[config.mk]
export PLATFORM = sky130hd
export DESIGN_NAME = pswd_divider
export DESIGN_NICKNAME = d
export VERILOG_FILES = /design/src/rtl/pswd_pkg.sv /design/src/rtl/pswd_chan_decode.sv /design/src/rtl/pswd_prescaler.sv /design/src/rtl/pswd_counters.sv /design/src/rtl/pswd_divider.sv
export SDC_FILE = /design/constraint.sdc
export NUM_CORES = 1
export LEC_CHECK = 0
export ABC_AREA = 1
export BUFFER_PORTS_ARGS = -buffer_cell sky130_fd_sc_hd__buf_2
export CAP_MARGIN = 10
export CORE_AREA = 3 3 82 84
export CTS_CLUSTER_SIZE = 10
export DETAILED_ROUTE_END_ITERATION = 16
export DIE_AREA = 0 0 85 87
export GPL_ROUTABILITY_DRIVEN = 1
export PLACE_DENSITY = 0.62
export SKIP_CTS_REPAIR_TIMING = 1
export SLEW_MARGIN = 20
export SYNTH_ARGS = -nofsm -noshare
export SYNTH_HDL_FRONTEND = slang
export SYNTH_SLANG_ARGS = --single-unit
[constraint.sdc]
create_clock -name clk -period 5.59 [get_ports clk]
set_input_delay 0.559 -clock clk [delete_from_list [all_inputs] [get_ports clk]]
set_output_delay 0.559 -clock clk [all_outputs]
set_load 0.02 [all_outputs]
[src/rtl/pswd_pkg.sv]
package pswd_pkg;

   // Width of one binary-coded decimal select digit
   localparam int unsigned DIGIT_W = 4;

   // Width of the quarter-step code inside a 100 kHz digit
   localparam int unsigned QSTEP_W = 2;

   // Output stage variants
   typedef enum logic {
      OUT_COMB = 1'b0,
      OUT_REG  = 1'b1
   } out_style_e;

   typedef logic [DIGIT_W-1:0] digit_t;
   typedef logic [QSTEP_W-1:0] qstep_t;

endpackage

[src/rtl/pswd_chan_decode.sv]
module pswd_chan_decode
   import pswd_pkg::*;
#(
   parameter int unsigned NP_W = 10,
   parameter int unsigned A_W  = 6
) (
   input  digit_t          mhz_h,
   input  digit_t          mhz_t,
   input  digit_t          mhz_u,
   input  digit_t          khz_h,
   input  qstep_t          khz_q,
   output logic [NP_W-1:0] np_val,
   output logic [A_W-1:0]  a_val
);

   localparam int unsigned STEPS_PER_DIGIT = 1 << QSTEP_W;

   logic [NP_W-1:0] np_raw;
   logic [NP_W-1:0] np_fix;
   logic [A_W-1:0]  a_raw;

   always_comb begin
      np_raw = NP_W'(100) * NP_W'(mhz_h)
             + NP_W'(10)  * NP_W'(mhz_t)
             + NP_W'(mhz_u);
      np_fix = (np_raw == '0) ? NP_W'(1) : np_raw;
      a_raw  = A_W'(STEPS_PER_DIGIT) * A_W'(khz_h) + A_W'(khz_q);
      if (NP_W'(a_raw) >= np_fix) begin
         a_val = A_W'(np_fix - NP_W'(1));
      end else begin
         a_val = a_raw;
      end
      np_val = np_fix;
   end

endmodule

[src/rtl/pswd_prescaler.sv]
module pswd_prescaler #(
   parameter int unsigned LO_MOD = 40,
   localparam int unsigned PC_W  = $clog2(LO_MOD + 1)
) (
   input  logic            clk,
   input  logic            rst,
   input  logic            mod_hi,
   output logic [PC_W-1:0] pre_cnt,
   output logic            pre_tc
);

   logic [PC_W-1:0] last_val;

   always_comb begin
      last_val = mod_hi ? PC_W'(LO_MOD) : PC_W'(LO_MOD - 1);
      pre_tc   = (pre_cnt == last_val);
   end

   always_ff @(posedge clk) begin
      if (rst || pre_tc) begin
         pre_cnt <= '0;
      end else begin
         pre_cnt <= pre_cnt + PC_W'(1);
      end
   end

endmodule

[src/rtl/pswd_counters.sv]
module pswd_counters #(
   parameter int unsigned NP_W = 10,
   parameter int unsigned A_W  = 6
) (
   input  logic            clk,
   input  logic            rst,
   input  logic            step,
   input  logic [NP_W-1:0] np_load,
   input  logic [A_W-1:0]  a_load,
   output logic [NP_W-1:0] n_left,
   output logic [A_W-1:0]  a_left,
   output logic            mod_hi,
   output logic            period_end
);

   always_comb begin
      mod_hi     = (a_left != '0);
      period_end = step && (n_left == NP_W'(1));
   end

   always_ff @(posedge clk) begin
      if (rst || period_end) begin
         n_left <= np_load;
         a_left <= a_load;
      end else if (step) begin
         n_left <= n_left - NP_W'(1);
         if (a_left != '0) begin
            a_left <= a_left - A_W'(1);
         end
      end
   end

endmodule

[src/rtl/pswd_divider.sv]
module pswd_divider
   import pswd_pkg::*;
#(
   parameter int unsigned LO_MOD    = 40,
   parameter int unsigned NP_W      = 10,
   parameter int unsigned A_W       = 6,
   parameter out_style_e  OUT_STYLE = OUT_REG,
   localparam int unsigned PC_W     = $clog2(LO_MOD + 1)
) (
   input  logic       clk,
   input  logic       rst,
   input  logic [3:0] sel_mhz_h,
   input  logic [3:0] sel_mhz_t,
   input  logic [3:0] sel_mhz_u,
   input  logic [3:0] sel_khz_h,
   input  logic [1:0] sel_khz_q,
   output logic       div_out
);

   // Elaboration-time parameter checks
   if (LO_MOD < 2) begin : g_bad_mod
      $error("pswd_divider: LO_MOD must be at least 2");
   end
   if (NP_W < 10) begin : g_bad_np
      $error("pswd_divider: NP_W must hold three BCD digits (>= 10)");
   end
   if (A_W > NP_W) begin : g_bad_aw
      $error("pswd_divider: A_W must not exceed NP_W");
   end
   if ((1 << A_W) < (4 * 10)) begin : g_bad_a
      $error("pswd_divider: A_W too narrow for the swallow range");
   end

   logic [NP_W-1:0] np_val;
   logic [A_W-1:0]  a_val;
   logic [PC_W-1:0] pre_cnt;
   logic            pre_tc;
   logic            mod_hi;
   logic [NP_W-1:0] n_left;
   logic [A_W-1:0]  a_left;
   logic            period_end;

   pswd_chan_decode #(
      .NP_W (NP_W),
      .A_W  (A_W)
   ) u_decode (
      .mhz_h  (sel_mhz_h),
      .mhz_t  (sel_mhz_t),
      .mhz_u  (sel_mhz_u),
      .khz_h  (sel_khz_h),
      .khz_q  (sel_khz_q),
      .np_val (np_val),
      .a_val  (a_val)
   );

   pswd_prescaler #(
      .LO_MOD (LO_MOD)
   ) u_pre (
      .clk     (clk),
      .rst     (rst),
      .mod_hi  (mod_hi),
      .pre_cnt (pre_cnt),
      .pre_tc  (pre_tc)
   );

   pswd_counters #(
      .NP_W (NP_W),
      .A_W  (A_W)
   ) u_cnt (
      .clk        (clk),
      .rst        (rst),
      .step       (pre_tc),
      .np_load    (np_val),
      .a_load     (a_val),
      .n_left     (n_left),
      .a_left     (a_left),
      .mod_hi     (mod_hi),
      .period_end (period_end)
   );

   if (OUT_STYLE == OUT_REG) begin : g_out_reg
      logic pulse_q;
      always_ff @(posedge clk) begin
         if (rst) begin
            pulse_q <= 1'b0;
         end else begin
            pulse_q <= period_end;
         end
      end
      assign div_out = pulse_q;
   end else begin : g_out_comb
      assign div_out = period_end && !rst;
   end

endmodule

# After elaboration in Yosys (flattened, before gate mapping)
# Cells that the tools add are included.
[word_totals]
ff_bits = 23
input_bits = 20
output_inout_bits = 1
[classes]
add_sub_neg = 7
multipliers = 2
n_lt_le_gt_ge = 1
eq_ne = 2
n_mux = 8
n_reduce_logical = 8
[ops]
columns = ["operator", "count"]
rows = [
  ["two-way mux 10 bit", 3],
  ["two-way mux 6 bit", 4],
  ["subtractor 6 x 1 -> 6 bit (second input constant)", 2],
  ["adder 10 x 4 -> 10 bit", 1],
  ["adder 10 x 8 -> 10 bit", 1],
  ["equality test 10 x 1 -> 1 bit (second input constant)", 1],
  [">= comparator 6 x 10 -> 1 bit", 1],
  ["logical NOT 10 bit", 1],
  ["subtractor 10 x 1 -> 10 bit (second input constant)", 1],
  ["multiplier 5 x 4 -> 8 bit (first input constant)", 1],
  ["multiplier 3 x 4 -> 7 bit (first input constant)", 1],
  ["adder 6 x 1 -> 6 bit (second input constant)", 1],
  ["adder 6 x 2 -> 6 bit", 1],
  ["equality test 6 bit", 1],
  ["nonzero test 6 bit", 1],
  ["two-way mux 4 bit", 1],
  ["nonzero test 2 bit", 2],
  ["logical OR 1 bit", 2],
  ["AND reduction 2 bit", 1],
  ["logical AND 1 bit", 1],
]

# Logic depth before layout (Yosys ltp)
[depth]
word_depth = 8
ltp_mapped = 28
ltp_nobuf = 28

# Modules after synthesis
# Synthesis repeated with hierarchy kept, for this count alone.
[hier_totals]
cells_unflattened = 363
area_unflattened_um2 = 2646.3
[by_module_without_submodules]
columns = ["module", "instances", "cells_each", "area_per_inst_um2", "seq_area_each_um2"]
rows = [
  ["pswd_chan_decode", 1, 191, 1194.9, 0.0],
  ["pswd_counters", 1, 131, 1126.1, 480.5],
  ["pswd_prescaler", 1, 38, 295.3, 120.1],
  ["pswd_divider", 1, 3, 30.0, 20.0],
]

# Worst setup path before layout
# OpenSTA, ideal clock, no wires.
[synth_timing]
path_kind = "in2reg"
from = "input port sel_mhz_h[0]"
to = "register u_cnt.a_left[0] (data pin)"
arrival_ps = 3919
required_ps = 5330
slack_ps = 1410
stages = 26
path_cell_list = "ha_1 > ha_1 > inv_1 > fa_1 > inv_1 > ha_1 > ha_1 > nand2_1 > inv_1 > a21oi_1 > nand3_1 > nand2_2 > nor2_4 > nand2_1 > nand2_2 > ha_1 > inv_1 > nand2_1 > a21oi_1 > or2_2 > nand3_1 > nand3_4 > clkinv_2 > nand2_1 > nand3_1 > o21ai_0"
[synth_via]
elab_chain_len = 8
word_cells_on_any_way = 9
cone_classes = "add/sub (3); mul (1); order compare (1); mux (3); reduce/logical (1)"
[synth_rtl]
columns = ["element", "line", "text"]
rows = [
  ["start: declaration", "pswd_divider.sv:12", "input logic [3:0] sel_mhz_h,"],
  ["multiplier 5 x 4 -> 8 bit *", "pswd_chan_decode.sv:23", "np_raw = NP_W'(100) * NP_W'(mhz_h)"],
  ["adder 10 x 8 -> 10 bit *", "pswd_chan_decode.sv:24", "+ NP_W'(10) * NP_W'(mhz_t)"],
  ["adder 10 x 4 -> 10 bit *", "pswd_chan_decode.sv:25", "+ NP_W'(mhz_u);"],
  ["logical NOT 10 bit", "pswd_chan_decode.sv:26", "np_fix = (np_raw == '0) ? NP_W'(1) : np_raw;"],
  ["two-way mux 10 bit *", "pswd_chan_decode.sv:26", ""],
  [">= comparator 6 x 10 -> 1 bit or subtractor 6 x 1 -> 6 bit (tied branches)", "pswd_chan_decode.sv:28, pswd_chan_decode.sv:29", ""],
  ["two-way mux 6 bit *", "pswd_chan_decode.sv:28", "if (NP_W'(a_raw) >= np_fix) begin"],
  ["two-way mux 6 bit *", "pswd_counters.sv:22", "if (rst || period_end) begin"],
  ["end signal: assignment", "pswd_counters.sv:24", "a_left <= a_load;"],
  ["end signal: assignment", "pswd_counters.sv:28", "a_left <= a_left - A_W'(1);"],
  ["end: declaration", "pswd_counters.sv:11", "output logic [A_W-1:0] a_left,"],
]
# Mark *: on every way between the ends. The rest lies on a longest branch, timed or not.
# A chain may end at the register's enable or synchronous reset.

# Worst setup path in the final report
[layout_timing]
from = "input port sel_mhz_t[3]"
to = "register u_cnt.a_left[3] (data pin)"
[layout_via]
elab_chain_len = 8
word_cells_on_any_way = 9
cone_classes = "add/sub (3); mul (1); order compare (1); mux (3); reduce/logical (1)"
[layout_rtl]
columns = ["element", "line", "text"]
rows = [
  ["start: declaration", "pswd_divider.sv:13", "input logic [3:0] sel_mhz_t,"],
  ["multiplier 3 x 4 -> 7 bit *", "pswd_chan_decode.sv:24", ""],
  ["adder 10 x 8 -> 10 bit *", "pswd_chan_decode.sv:24", ""],
  ["adder 10 x 4 -> 10 bit *", "pswd_chan_decode.sv:25", ""],
  ["logical NOT 10 bit", "pswd_chan_decode.sv:26", ""],
  ["two-way mux 10 bit *", "pswd_chan_decode.sv:26", ""],
  [">= comparator 6 x 10 -> 1 bit or subtractor 6 x 1 -> 6 bit (tied branches)", "pswd_chan_decode.sv:28, pswd_chan_decode.sv:29", ""],
  ["two-way mux 6 bit *", "pswd_chan_decode.sv:28", ""],
  ["two-way mux 6 bit *", "pswd_counters.sv:22", ""],
]
# Marks and branches as above.

==> flow_metrics.py <==
metrics = {
    "run_status": {
        "outcome": "complete, no violations",
    },
    "yosys": {
        "yosysWarnings": 0,
        "synth.most_common_cell": "nand2_1",
        "syn_inst": 320,
        "synth_top_family_by_area": "simple AND/OR/NAND/NOR gates",
        "yosysTopAreaCell": "edfxtp_1",
        "synth_compound_area_frac": 0.0558,
        "async_reset_ff_frac": 0,
        "yosysTopAreaCellShare": 0.200,
        "synth_cell_types": 34,
        "synth_seq_cells": 23,
        "synth-adder-area-share": 0.224,
        "syn_area_um2": 2400,
        "avgSynthCellArea_um2": 7.50,
        "synth_commonest_cells": "88 x nand2_1, 51 x inv_1, 35 x ha_1",
        "synth_ff_type": "edfxtp_1",
        "synth-simple-area-share": 0.297,
        "synth.area.mux_share": 0,
        "synth_xor_area_frac": 0.0693,
        "synth_enable_flop_cells": 16,
        "syn_nets": 380,
        "seq_area_frac_synth": 0.259,
        "synthTopCellsByArea": "edfxtp_1 20%, ha_1 18%, nand2_1 14%, inv_1 8.0%, dfxtp_1 5.8%",
    },
    "placed_design": {
        "gp_congestion": 0.881,
        "io_buffers": 20,
        "hpwl_um": 3790,
    },
    "timing": {
        "fin_crit_sh": 0.772,
        "rsz0062_at_grt": "false",
        "post-route-min-period_ns": 4.31,
        "fin_skew_ns": 0.00310,
        "fin_tns_setup_ns": 0,
        "slew_headroom": 0.423,
        "worst_pin_slew_ns": 0.857,
        "setup_viol": 0,
        "final_hold_viol_count": 0,
        "whs_ns": 0.462,
        "fmax_mhz": 232,
        "maxSlewViolCount": 0,
    },
    "critical_path": {
        "crit_required_ns": 5.62,
        "worstReg2RegStart": "u_cnt.a_left[0]",
        "ff2ff_path_depth": 10,
        "worstPathArrival_ns": 4.34,
        "reg2reg_slack_ns": 3.37,
        "path_class": "in -> reg",
        "worstPathMaxFanout": 9,
        "startpoint_type": "input pin",
        "r2r_end": "u_pre.pre_cnt[3]",
        "crit_path_end_kind": "register",
    },
    "layout": {
        "drive_above_1_share": 0.118,
        "n_antenna_cell": 0,
        "areaGrowthSynthToFinish_pct": 8.92,
        "fin_util": 0.436,
        "fin_nets": 401,
    },
    "power": {
        "power_switching_mw": 0.261,
        "pwr-share-seq": 0.348,
        "peakVddDrop_mv": 0.128,
        "p_clk_frac": 0.159,
        "total_power_mw": 0.648,
        "combPwrFrac": 0.493,
        "power_density_nw_per_um2": 248,
        "netSwitchingFraction": 0.403,
        "p_int_mw": 0.387,
        "leakage_nw": 1.31,
    },
    "drt": {
        "vias_per_cell": 4.71,
        "drt_iter0_markers": 98,
        "drt_pre_antenna_iters": 4,
        "drt_wl_total_um": 4430,
        "ant_nets": 0,
        "wl_per_cell_um": 10.7,
        "drc": 0,
        "vias": 1953,
    },
    "floorplanning": {
        "die_x_um": 85,
        "die_h_um": 87,
        "initial_core_util": 0.401,
        "row_count": 28,
        "die-area_um2": 7400,
        "core_area_um2": 5990,
        "io_pins": 21,
    },
    "worst_hold_path": {
        "hold_path.class": "reg -> reg",
        "holdCritStartpoint": "u_pre.pre_cnt[0]",
        "whs_endpoint": "u_pre.pre_cnt[0]",
        "holdPathStages": 1,
    },
    "grt": {
        "grtUsageTotal": 0.132,
        "antenna_found_initial": 0,
        "grt_max_degree": 21,
        "grt_remaining_overflow": 0,
        "grt_pass1_wl_um": 8080,
        "grt_pass1_vias": 1916,
    },
    "clocking": {
        "insertion_delay_ns": 0.26,
        "cts_buffers": 3,
        "cts_tree": "done",
        "ctsLongestPathBuffers": 2,
        "clkTransAtPathRegs_ns": 0.08,
        "cts_root_buf": "clkbuf_8",
        "h-tree-depth": 1,
        "clock-sinks": 23,
    },
    "flow_run": {
        "maxCapViolations": 0,
    },
}
==> flip-flops by register name (all words and copies together) (netlist names) <==
signal	cells
u_cnt.n_left	10
div_out	1
u_cnt.a_left	6
u_pre.pre_cnt	6
==> power by group through the flow <==
stage               logic (mW)  clock network [mW]  registers, mW
floorplan                0.257                   0          0.226
global placement         0.318                   0          0.229
detailed placement       0.323                   0          0.230
CTS                      0.325               0.106          0.226
global route             0.376               0.114          0.228
finish                   0.319               0.103          0.226
==> placed cells by master (no fill, tap or decap), types with 4 or more instances in the layout <==
master / count
nand2_1: 88
inv_1: 51
ha_1: 35
nor2_1: 20
buf_2: 20
nand3_1: 17
edfxtp_1: 16
o21ai_0: 13
xor2_1: 10
xnor2_1: 9
a21oi_1: 9
dfxtp_1: 7
nor3_1: 5
fa_1: 5
nand4_1: 4
==> metrics by stage <==
stage / instance area (µm²) / std cells / setup WS, ns
finish: 2610 / 415 / 1.28
detailed placement: 2570 / 411 / 0.968
floorplan: 2400 / 320 / 1.41
global route: 2610 / 415 / 0.878
CTS: 2610 / 415 / 1.26
global placement: 2570 / 411 / 1.04
==> area by class of cell <==
type | instances | area (µm²)
sequential | 23 | 621
inverter | 54 | 204
multi-input combinational | 239 | 1550
tap | 75 | 93.8
fill | 632 | 3380
timing repair buffer | 20 | 100
clock buffer | 4 | 45.0
==> worst max path at each step <==
stage                 start               to  slack [ns]  cells past startpoint
2_1_floorplan  sel_mhz_h[0]  u_cnt.a_left[0]        1.41                     26
3_3_place_gp   sel_mhz_h[1]  u_cnt.a_left[3]        1.04                     28
3_5_place_dp   sel_mhz_h[1]  u_cnt.a_left[0]        0.97                     27
4_1_cts        sel_mhz_t[3]  u_cnt.a_left[0]        1.26                     27
5_1_grt        sel_mhz_h[1]  u_cnt.a_left[3]        0.88                     28
6_report       sel_mhz_t[3]  u_cnt.a_left[3]        1.28                     27
==> kinds of logic (layout without fill, tap and decap cells) <==
logic type,after synthesis,count (layout)
xor gates and xnor gates,19,19
and+or+nand+nor,155,155
AOI/OAI and AO/OA,25,25
adders and majority gates,40,40
DFF,23,23
buffers and inverters,58,78
==> worst max-delay path, stage by stage <==
cell,delay (ns)
buf_2,0.12
ha_1,0.28
ha_1,0.17
inv_1,0.06
fa_1,0.37
xnor2_1,0.14
ha_1,0.30
ha_1,0.35
nand2_1,0.10
nand2_1,0.07
a21oi_1,0.17
nand3_1,0.11
nand2_2,0.10
nor2_4,0.05
nand2_1,0.10
nand2_2,0.09
ha_1,0.27
inv_1,0.03
nand2_1,0.04
a21oi_1,0.05
or2_2,0.26
nand3_1,0.11
nand3_4,0.13
clkinv_2,0.09
nand3b_1,0.08
nand2_1,0.09
nand2_1,0.05
==> routing by layer <==
| metal | up-vias | routed length (µm) | track usage |
|---|---|---|---|
| met5 | - | 0 | 0 |
| met4 | 0 | 55 | 0.0388 |
| met3 | 5 | 114 | 0.00851 |
| met2 | 24 | 2060 | 0.228 |
| met1 | 860 | 2210 | 0.178 |
| li1 | 1064 | - | - |
No activity file was read; power rests on OpenSTA's default activity.
